[config.mk]
export PLATFORM = sky130hd
export DESIGN_NAME = thermal_oos_monitor
export DESIGN_NICKNAME = d
export VERILOG_FILES = /design/src/rtl/thermal_mon_pkg.sv /design/src/rtl/tm_cfg_regs.sv /design/src/rtl/tm_cross_detect.sv /design/src/rtl/tm_oos_detect.sv /design/src/rtl/thermal_oos_monitor.sv
export SDC_FILE = /design/constraint.sdc
export NUM_CORES = 1
export LEC_CHECK = 0
export BUFFER_PORTS_ARGS = -buffer_cell sky130_fd_sc_hd__buf_2
export CAP_MARGIN = 25
export CELL_PAD_IN_SITES_DETAIL_PLACEMENT = 1
export CELL_PAD_IN_SITES_GLOBAL_PLACEMENT = 2
export CORE_UTILIZATION = 36
export DETAILED_ROUTE_END_ITERATION = 12
export GPL_ROUTABILITY_DRIVEN = 0
export PLACE_DENSITY_LB_ADDON = 0.1
export RECOVER_POWER = 25
export REMOVE_ABC_BUFFERS = 1
export SKIP_CTS_REPAIR_TIMING = 1
export SLEW_MARGIN = 10
export SYNTH_ARGS = -nofsm -noshare
export SYNTH_HDL_FRONTEND = slang
export SYNTH_SLANG_ARGS = --single-unit
[constraint.sdc]
create_clock -name clk -period 3.5 [get_ports clk]
set_input_delay 0.35 -clock clk [delete_from_list [all_inputs] [get_ports clk]]
set_output_delay 0.35 -clock clk [all_outputs]
set_load 0.01 [all_outputs]
[src/rtl/thermal_mon_pkg.sv]
// Package: shared types for the thermal threshold / out-of-spec monitor.
// Assumes nothing beyond IEEE 1800-2017; used by every module of the block.
package thermal_mon_pkg;

    // Width of the configuration write address.
    localparam int unsigned CFG_ADDR_W = 3;

    // Kind of threshold crossing seen between two consecutive samples.
    typedef enum logic [1:0] {
        XING_NONE = 2'd0,
        XING_UP   = 2'd1,
        XING_DOWN = 2'd2
    } xing_e;

endpackage

[src/rtl/tm_cfg_regs.sv]
// Module: tm_cfg_regs
// Holds the programmable configuration: one level per threshold, the
// out-of-spec trip level, the persistence length and the interrupt enables.
// Also decodes the clear address into a one-cycle clear mask.
// Assumes DATA_W is at least TEMP_W, CNT_W and 2*NUM_THR+1.
module tm_cfg_regs #(
    parameter int unsigned NUM_THR = 2,
    parameter int unsigned TEMP_W  = 8,
    parameter int unsigned CNT_W   = 8,
    parameter int unsigned DATA_W  = 8,
    parameter int unsigned ADDR_W  = 3
) (
    input  logic                      clk,
    input  logic                      rst_n,
    input  logic                      wr_en,
    input  logic [ADDR_W-1:0]         wr_addr,
    input  logic [DATA_W-1:0]         wr_data,
    output logic [NUM_THR*TEMP_W-1:0] thr_flat,
    output logic [TEMP_W-1:0]         oos_level,
    output logic [CNT_W-1:0]          persist_len,
    output logic [2*NUM_THR:0]        irq_en,
    output logic [2*NUM_THR:0]        clr_mask
);
    localparam int unsigned MASK_W    = 2 * NUM_THR + 1;
    localparam int unsigned A_LEVEL   = NUM_THR;
    localparam int unsigned A_PERSIST = NUM_THR + 1;
    localparam int unsigned A_ENABLE  = NUM_THR + 2;
    localparam int unsigned A_CLEAR   = NUM_THR + 3;

    // One register per threshold, generated.
    for (genvar k = 0; k < NUM_THR; k++) begin : g_thr
        logic [TEMP_W-1:0] thr_q;
        // Purpose: load threshold k on a write to its address.
        always_ff @(posedge clk) begin
            if (!rst_n)
                thr_q <= '1;
            else if (wr_en && (wr_addr == ADDR_W'(k)))
                thr_q <= wr_data[TEMP_W-1:0];
        end
        assign thr_flat[k*TEMP_W +: TEMP_W] = thr_q;
    end

    // Purpose: load the trip level, persistence length and enables.
    always_ff @(posedge clk) begin
        if (!rst_n) begin
            oos_level   <= '1;
            persist_len <= CNT_W'(1);
            irq_en      <= '0;
        end else if (wr_en) begin
            if (wr_addr == ADDR_W'(A_LEVEL))
                oos_level <= wr_data[TEMP_W-1:0];
            if (wr_addr == ADDR_W'(A_PERSIST))
                persist_len <= wr_data[CNT_W-1:0];
            if (wr_addr == ADDR_W'(A_ENABLE))
                irq_en <= wr_data[MASK_W-1:0];
        end
    end

    // Purpose: present the clear mask only during a clear write.
    always_comb begin
        clr_mask = '0;
        if (wr_en && (wr_addr == ADDR_W'(A_CLEAR)))
            clr_mask = wr_data[MASK_W-1:0];
    end
endmodule

[src/rtl/tm_cross_detect.sv]
// Module: tm_cross_detect
// Compares the current sample and the previous one against one threshold.
// Keeps the upward and downward log bits and the live above-threshold bit.
// Assumes prev_ok is low until a first sample has been stored upstream.
// A log bit being set wins over a clear in the same cycle.
module tm_cross_detect
    import thermal_mon_pkg::*;
#(
    parameter int unsigned TEMP_W = 8
) (
    input  logic              clk,
    input  logic              rst_n,
    input  logic              sample_valid,
    input  logic              prev_ok,
    input  logic [TEMP_W-1:0] prev_temp,
    input  logic [TEMP_W-1:0] cur_temp,
    input  logic [TEMP_W-1:0] thr,
    input  logic              clr_up,
    input  logic              clr_dn,
    output logic              up_log,
    output logic              dn_log,
    output logic              above
);
    xing_e xing;
    logic  cur_hi;
    logic  prev_hi;

    // Purpose: classify the crossing between the two samples.
    always_comb begin
        cur_hi  = (cur_temp >= thr);
        prev_hi = (prev_temp >= thr);
        xing    = XING_NONE;
        if (sample_valid && prev_ok) begin
            if (cur_hi && !prev_hi)
                xing = XING_UP;
            else if (!cur_hi && prev_hi)
                xing = XING_DOWN;
        end
    end

    // Purpose: update the log bits and the live side bit.
    always_ff @(posedge clk) begin
        if (!rst_n) begin
            up_log <= 1'b0;
            dn_log <= 1'b0;
            above  <= 1'b0;
        end else begin
            up_log <= (xing == XING_UP)   | (up_log & ~clr_up);
            dn_log <= (xing == XING_DOWN) | (dn_log & ~clr_dn);
            if (sample_valid)
                above <= cur_hi;
        end
    end
endmodule

[src/rtl/tm_oos_detect.sv]
// Module: tm_oos_detect
// Counts consecutive samples taken while throttling is active and the
// temperature is at or above the trip level. Once the count reaches the
// persistence length (0 acts as 1), it sets the live and sticky
// out-of-spec bits. The count saturates. The sticky bit is re-latched as
// long as the live bit holds, so a clear takes effect only once the live
// bit has dropped.
module tm_oos_detect #(
    parameter int unsigned TEMP_W = 8,
    parameter int unsigned CNT_W  = 8
) (
    input  logic              clk,
    input  logic              rst_n,
    input  logic              sample_valid,
    input  logic              throttle_on,
    input  logic [TEMP_W-1:0] cur_temp,
    input  logic [TEMP_W-1:0] oos_level,
    input  logic [CNT_W-1:0]  persist_len,
    input  logic              clr,
    output logic              oos_live,
    output logic              oos_sticky
);
    localparam logic [CNT_W-1:0] CNT_MAX = '1;

    logic [CNT_W-1:0] run_cnt;
    logic [CNT_W-1:0] run_nx;
    logic [CNT_W-1:0] need;
    logic             qual;
    logic             live_nx;

    // Purpose: compute the next run length and the next live state.
    always_comb begin
        qual = throttle_on && (cur_temp >= oos_level);
        need = (persist_len == '0) ? CNT_W'(1) : persist_len;
        if (!qual)
            run_nx = '0;
        else if (run_cnt == CNT_MAX)
            run_nx = run_cnt;
        else
            run_nx = run_cnt + CNT_W'(1);
        live_nx = sample_valid ? (qual && (run_nx >= need)) : oos_live;
    end

    // Purpose: hold the run counter, the live bit and the sticky bit.
    always_ff @(posedge clk) begin
        if (!rst_n) begin
            run_cnt    <= '0;
            oos_live   <= 1'b0;
            oos_sticky <= 1'b0;
        end else begin
            if (sample_valid)
                run_cnt <= run_nx;
            oos_live   <= live_nx;
            oos_sticky <= live_nx | (oos_sticky & ~clr);
        end
    end
endmodule

[src/rtl/thermal_oos_monitor.sv]
// Module: thermal_oos_monitor (top)
// Thermal threshold and out-of-spec monitor. It stores the previous sample,
// runs one crossing detector per threshold and one out-of-spec detector,
// and builds the status word and the interrupt line.
// Status layout for N thresholds: bits 2k/2k+1 are the up/down logs of
// threshold k, bit 2N is the out-of-spec sticky bit, bit 2N+1 the
// out-of-spec live bit, and bits 2N+2+k the live above-threshold bits.
// Assumes the clock and reset are synchronous to the samples.
module thermal_oos_monitor
    import thermal_mon_pkg::*;
#(
    parameter int unsigned NUM_THR = 2,
    parameter int unsigned TEMP_W  = 8,
    parameter int unsigned CNT_W   = 8,
    parameter int unsigned DATA_W  = 8
) (
    input  logic                    clk,
    input  logic                    rst_n,
    input  logic                    sample_valid,
    input  logic [TEMP_W-1:0]       temp_code,
    input  logic                    throttle_on,
    input  logic                    wr_en,
    input  logic [CFG_ADDR_W-1:0]   wr_addr,
    input  logic [DATA_W-1:0]       wr_data,
    output logic [3*NUM_THR+1:0]    status,
    output logic                    irq
);
    localparam int unsigned MASK_W = 2 * NUM_THR + 1;
    localparam int unsigned B_STK  = 2 * NUM_THR;
    localparam int unsigned B_LIVE = 2 * NUM_THR + 1;
    localparam int unsigned B_ABV  = 2 * NUM_THR + 2;

    logic [NUM_THR*TEMP_W-1:0] thr_flat;
    logic [TEMP_W-1:0]         oos_level;
    logic [CNT_W-1:0]          persist_len;
    logic [MASK_W-1:0]         irq_en;
    logic [MASK_W-1:0]         clr_mask;
    logic [TEMP_W-1:0]         prev_temp;
    logic                      prev_ok;
    logic [MASK_W-1:0]         sticky_vec;
    logic [NUM_THR-1:0]        above_vec;
    logic                      oos_live;

    tm_cfg_regs #(
        .NUM_THR (NUM_THR),
        .TEMP_W  (TEMP_W),
        .CNT_W   (CNT_W),
        .DATA_W  (DATA_W),
        .ADDR_W  (CFG_ADDR_W)
    ) u_cfg (
        .clk         (clk),
        .rst_n       (rst_n),
        .wr_en       (wr_en),
        .wr_addr     (wr_addr),
        .wr_data     (wr_data),
        .thr_flat    (thr_flat),
        .oos_level   (oos_level),
        .persist_len (persist_len),
        .irq_en      (irq_en),
        .clr_mask    (clr_mask)
    );

    // Purpose: remember the last sample for crossing detection.
    always_ff @(posedge clk) begin
        if (!rst_n) begin
            prev_temp <= '0;
            prev_ok   <= 1'b0;
        end else if (sample_valid) begin
            prev_temp <= temp_code;
            prev_ok   <= 1'b1;
        end
    end

    for (genvar k = 0; k < NUM_THR; k++) begin : g_xd
        tm_cross_detect #(
            .TEMP_W (TEMP_W)
        ) u_xd (
            .clk          (clk),
            .rst_n        (rst_n),
            .sample_valid (sample_valid),
            .prev_ok      (prev_ok),
            .prev_temp    (prev_temp),
            .cur_temp     (temp_code),
            .thr          (thr_flat[k*TEMP_W +: TEMP_W]),
            .clr_up       (clr_mask[2*k]),
            .clr_dn       (clr_mask[2*k+1]),
            .up_log       (sticky_vec[2*k]),
            .dn_log       (sticky_vec[2*k+1]),
            .above        (above_vec[k])
        );
    end

    tm_oos_detect #(
        .TEMP_W (TEMP_W),
        .CNT_W  (CNT_W)
    ) u_oos (
        .clk          (clk),
        .rst_n        (rst_n),
        .sample_valid (sample_valid),
        .throttle_on  (throttle_on),
        .cur_temp     (temp_code),
        .oos_level    (oos_level),
        .persist_len  (persist_len),
        .clr          (clr_mask[B_STK]),
        .oos_live     (oos_live),
        .oos_sticky   (sticky_vec[B_STK])
    );

    // Purpose: assemble the status word and the interrupt line.
    always_comb begin
        status                        = '0;
        status[B_STK:0]               = sticky_vec;
        status[B_LIVE]                = oos_live;
        status[B_ABV +: NUM_THR]      = above_vec;
        irq                           = |(sticky_vec & irq_en);
    end
endmodule

* Word-level counts from Yosys, hierarchy flattened *
Cells that the tools add are included.

storage, ports and cells
  register bits after elaboration = 62
  output and inout bits = 9

cells by class
  $add $sub $neg = 1
  order comparisons = 6
  eq/ne operators = 10
  mux-type cells = 11
  bitwise gates (word level) = 16
  reduce and logical (&&, ||, !) cells = 20

operators with widths
  cell                                                                   count
  8-bit greater-or-equal comparator                                      6
  8-bit 2-to-1 mux                                                       3
  2-bit 2-to-1 mux                                                       6
  1-bit logical AND                                                      10
  8-bit by 1-bit adder with 8-bit output, second input constant          1
  8-bit equality test, second input constant                             1
  8-bit zero test                                                        1
  3-bit by 2-bit equality test with 1-bit output, second input constant  2
  3-bit equality test, second input constant                             2
  2-bit AND reduction                                                    3
  1-bit AND                                                              5
  5-bit AND                                                              1
  5-bit 2-to-1 mux                                                       1
  1-bit NOT                                                              5
  1-bit bitwise OR                                                       5
  5-bit OR reduction                                                     1
  2-bit by 1-bit equality test with 1-bit output, second input constant  2
  2-bit equality test, second input constant                             2
  1-bit zero test                                                        4
  3-bit by 1-bit equality test with 1-bit output, second input constant  1
  3-bit zero test                                                        1
  1-bit 2-to-1 mux                                                       1

* Logic depth before layout (Yosys ltp) *
  depth in word-level cells = 8
  mapped depth = 14
  mapped depth without buffers = 13

* Modules after synthesis *
Synthesis repeated with hierarchy kept, for this count alone.

unflattened totals
  cells, all modules = 441
  area total of the unflattened synthesis = 3,965.1 um^2

modules (own cells, without submodules)
  module               instances  cells an instance  area each (um^2)  sequential area each (um^2)
  tm_cfg_regs          1          150                1,552.7           740.7
  tm_oos_detect        1          146                1,096.1           200.2
  tm_cross_detect      2          57                 479.2             60.1
  thermal_oos_monitor  1          31                 357.8             180.2

* Least setup slack after synthesis *
Ideal clock, no wire load.

  path kind = input port to flip-flop
  start = input port temp_code[0]
  end = register u_oos.oos_sticky
  setup time = 0.076 ns
  data arrival time = 2.831 ns
  required time = 3.424 ns
  path slack = 0.594 ns
  stages on the path = 14
  path through = inv_1 -> ha_1 -> nand2b_4 -> a2111o_1 -> a32oi_2 -> buf_6 -> a31oi_1 -> o21a_1 -> ha_1 -> nand2_1 -> o21ai_0 -> nand4_1 -> a311o_2 -> a31oi_1

on the way
  word-level cells in the longest chain between the ends = 7

ends and longest elaborated chain
  item                               line                       source
  start, declared                    thermal_oos_monitor.sv:20  input logic [TEMP_W-1:0] temp_code,
  8-bit greater-or-equal comparator  tm_oos_detect.sv:33        qual = throttle_on && (cur_temp >= oos_level);
  1-bit logical AND                  tm_oos_detect.sv:33
  8-bit 2-to-1 mux                   tm_oos_detect.sv:35        if (!qual)
  via u_oos.run_nx[2]                tm_oos_detect.sv:26        logic [CNT_W-1:0] run_nx;
  8-bit greater-or-equal comparator  tm_oos_detect.sv:41        live_nx = sample_valid ? (qual && (run_nx >= need)) : oos_live;
  1-bit logical AND                  tm_oos_detect.sv:41
  1-bit 2-to-1 mux                   tm_oos_detect.sv:41
  1-bit bitwise OR                   tm_oos_detect.sv:54        oos_sticky <= live_nx | (oos_sticky & ~clr);
  end signal, assigned               tm_oos_detect.sv:54
  end, declared                      tm_oos_detect.sv:21        output logic oos_sticky

The timed path passes the listed nets, and every way through them passes these cells.
A chain may end at the register's enable or synchronous reset.

* Worst setup path after layout *
  start = register u_cfg.oos_level[0]
  end = register u_oos.oos_sticky

on the way
  word-level cells in the longest chain between the ends = 7

ends and longest elaborated chain
  item                               line                 source
  start, declared                    tm_cfg_regs.sv:19    output logic [TEMP_W-1:0] oos_level,
  start signal, assigned             tm_cfg_regs.sv:51    oos_level <= wr_data[TEMP_W-1:0];
  8-bit greater-or-equal comparator  tm_oos_detect.sv:33
  1-bit logical AND                  tm_oos_detect.sv:33
  8-bit 2-to-1 mux                   tm_oos_detect.sv:35
  via u_oos.run_nx[2]                tm_oos_detect.sv:26
  8-bit greater-or-equal comparator  tm_oos_detect.sv:41
  1-bit logical AND                  tm_oos_detect.sv:41
  1-bit 2-to-1 mux                   tm_oos_detect.sv:41
  1-bit bitwise OR                   tm_oos_detect.sv:54

The timed path passes the listed nets, and every way through them passes these cells.

==> run metrics <==
startpoint types flop; Final Slew Violations 40; Clock transition at path regs 70 ps; clk sink count 62; Most used DFF post-synth dfxtp_1; core region area 0.00977 mm²; Pleak 1.99 nW; ANT cells 0; CP max FO 8; most frequent cells in the layout dfxtp_1 (62), nand2_1 (58), ha_1 (49); crit path kind reg2reg; DP Cell Count 574; share of layout cells above drive strength 1 14.2%; Netlist cell types 48; top cell type's share of synthesized area 34.1%; TNS Setup 0 ps; final std cells w/o fill 591; reg2reg start u_cfg.oos_level[0]$_SDFFE_PN1P_; Crit path largest cell delay 440 ps; Least-Margin Pin Slew 1950 ps; Num CTS Buffers 9; DPL Wire Length 7780 µm; GRT overflow 0; Reg power frac 43.2%; Sw Share 24.7%; register area 0.00124 mm²; Setup crit start u_cfg.oos_level[0]$_SDFFE_PN1P_; Pre-Repair DR Iteration Count 4; Arrival @ worst endpoint 3280 ps; Ports 33; endpoints failing setup 0; max-cap violation count 1; number of synthesized flops with an enable pin 0; synthesized area per cell 8.52 µm²; hold crit path type in2reg; Peak VDD IR 0.000203 V; CP Capture Type flop; initial antenna violation count 0; area of the multi-input gates 0.00214 mm²; worst reg-to-reg path cell count 12; terminus of the critical flop-to-flop path u_oos.oos_sticky$_SDFF_PN0_; maximum clock rate 0.334 GHz; row count 36; Worst Slack Setup Final 503 ps; Mapped Cells 428; net switching power 0.421 mW; combinational share of power 10.6%; crit-path cells ha_1 -> nand2b_4 -> a2111o_1 -> a32oi_2 -> a31oi_1 -> o21a_1 -> ha_1 -> nand2_1 -> o21ai_0 -> nand4_1 -> a311o_2 -> a31oi_1; CP bufs+invs 0; CTS tree built; Syn-to-layout area delta 13.5%; Initial Util 37.3%; DIE AREA 0.0105 mm²; period utilisation layout 85.6%; Tmin final 3000 ps; required time worst endpoint 3780 ps; Clock Latency Late Sink 350 ps; chip height 103 µm; status finished with violations; register area share after synthesis 34.1%; largest net degree at the start of global routing 40; CP top delay family compound AO/OA/AOI/OAI gates; power density over the cells 413 mW/mm²; Vias/cell 5.34; internal power 1.29 mW; vias in the first global route 3,144; post-DR wirelength/cell 17.6 µm; pre-CTS setup slack 274 ps; Slew headroom -29.8%; Syn Std Cell Area 0.00364 mm²; failing checks capacitance limit, slew limit; DR DRC count 0; drt initial violations 46; number of synthesized register bits 62; Post-layout nets 526; Die Wd 103 µm; first-pass GRT wire length 16,900 µm; Vias 3,156; final number of hold-violating endpoints 0; Final Skew 8.26 ps; Worst path slowest cell a32oi_2; GRT Util Overall 21.9%; Ys Warns 0; final wirelength 10,400 µm; FILL cells 1,204; Crit path depth 12; largest area contributor in the netlist dfxtp_1; worst setup path endpoint u_oos.oos_sticky$_SDFF_PN0_; flop2flop setup slack 500 ps; asr flop ratio synth 0%; commonest non-fill, non-tap cell in the layout dfxtp_1; CTS Buffer Depth 2; H-tree levels 3; top cells by area, synth dfxtp_1 (34%), ha_1 (17%), nand2_1 (6.0%), o211ai_1 (4.5%), mux2i_1 (4.1%); root buffer cell clkbuf_8; unrepaired setup endpoints after global routing false; clock power share 46.2%; post-route ant nets 0; Port Buffer Count 32
[state kept, by name, indices dropped and copies added, names as in the netlist]
| signal | cells |
|---|---|
| u_cfg.g_thr.thr_q | 16 |
| prev_temp | 8 |
| u_cfg.oos_level | 8 |
| u_cfg.persist_len | 8 |
| u_oos.run_cnt | 8 |
| u_cfg.irq_en | 5 |
| g_xd.u_xd.above | 2 |
| g_xd.u_xd.dn_log | 2 |
| g_xd.u_xd.up_log | 2 |
| prev_ok | 1 |
| u_oos.oos_live | 1 |
| u_oos.oos_sticky | 1 |
[per-layer routing]
layer	up-vias	global-route usage, %	routed length [µm]
li1	1566	-	-
met1	1525	28.7	5210
met2	51	35.3	4650
met3	14	4.95	307
met4	0	7.36	207
met5	-	0	0
[cells by family (layout without fill, tap and decap cells)]
| family | after synthesis | count (layout) | share of synthesized area (%) |
|---|---|---|---|
| flip-flops | 62 | 62 | 34.1 |
| AO/OA/AOI/OAI | 98 | 98 | 18.9 |
| multiplexers | 15 | 15 | 4.12 |
| adder cells (fa/ha/maj) | 49 | 49 | 16.8 |
| buffers and inverters | 60 | 90 | 7.31 |
| XOR/XNOR | 2 | 2 | 0.481 |
| AND/OR/NAND/NOR | 142 | 142 | 18.3 |
[worst min-delay path by stage]
stage	start	to	slack, ps	cells after the start
6_report	temp_code[0]	prev_temp[0]$_SDFFE_PN0P_	270	3
5_1_grt	temp_code[0]	prev_temp[0]$_SDFFE_PN0P_	250	3
4_1_cts	temp_code[0]	prev_temp[0]$_SDFFE_PN0P_	250	3
3_5_place_dp	u_cfg.persist_len[2]$_SDFFE_PN0P_	u_cfg.persist_len[2]$_SDFFE_PN0P_	450	2
3_3_place_gp	u_cfg.persist_len[7]$_SDFFE_PN0P_	u_cfg.persist_len[7]$_SDFFE_PN0P_	440	2
2_1_floorplan	rst_n	u_cfg.g_thr[0].thr_q[0]$_SDFFE_PN1P_	410	1
[worst reg2reg max path, delay by kind of cell, from the launching register on]
kind                       cells  cell delay, ps
AOI/OAI and AO/OA              7            1770
DFF                            1             320
adders and majority gates      2             560
and+or+nand+nor                3             300
[synthesized netlist by cell type, types with 5 or more instances]
cell type  count
a31o_2         5
ha_1          49
nand2b_1       5
a31oi_1        6
a21oi_1       27
buf_4          8
o211ai_1      22
nand2_1       58
mux2i_1       15
nand4_1        7
dfxtp_1       62
o21ai_0        9
and3_1        12
nor3_1         9
a21o_1         8
clkbuf_1      12
nor2_1        26
inv_1         33
nand3_1       13
[power by group through the flow]
stage                     Clock (mW)  Sequential [mW]  Combinational, mW
after floorplan                    0            0.751             0.0953
after global placement             0            0.754              0.176
after detailed placement           0            0.754              0.183
after CTS                      0.810            0.738              0.184
after global routing           0.842            0.740              0.205
final                          0.788            0.738              0.181
[cell type report]
class,instances,share of cell area [%]
multi-input cells,306,51.8
flip-flops and latches,62,30.0
repair buffers,39,5.02
well taps,133,4.02
clock buffers,11,3.42
inverters,35,3.18
clock inverters,5,2.57
[through the flow]
stage               total power, mW  utilization [%]  hold WS, ps  area [µm²]
finish                         1.71             42.3          267        4140
CTS                            1.73             42.3          252        4130
detailed placement            0.937             39.8          453        3890
floorplan                     0.846                -          412        3510
global placement              0.929             39.8          443        3890
global route                   1.79             42.3          249        4140
No activity file was read; power rests on OpenSTA's default activity.
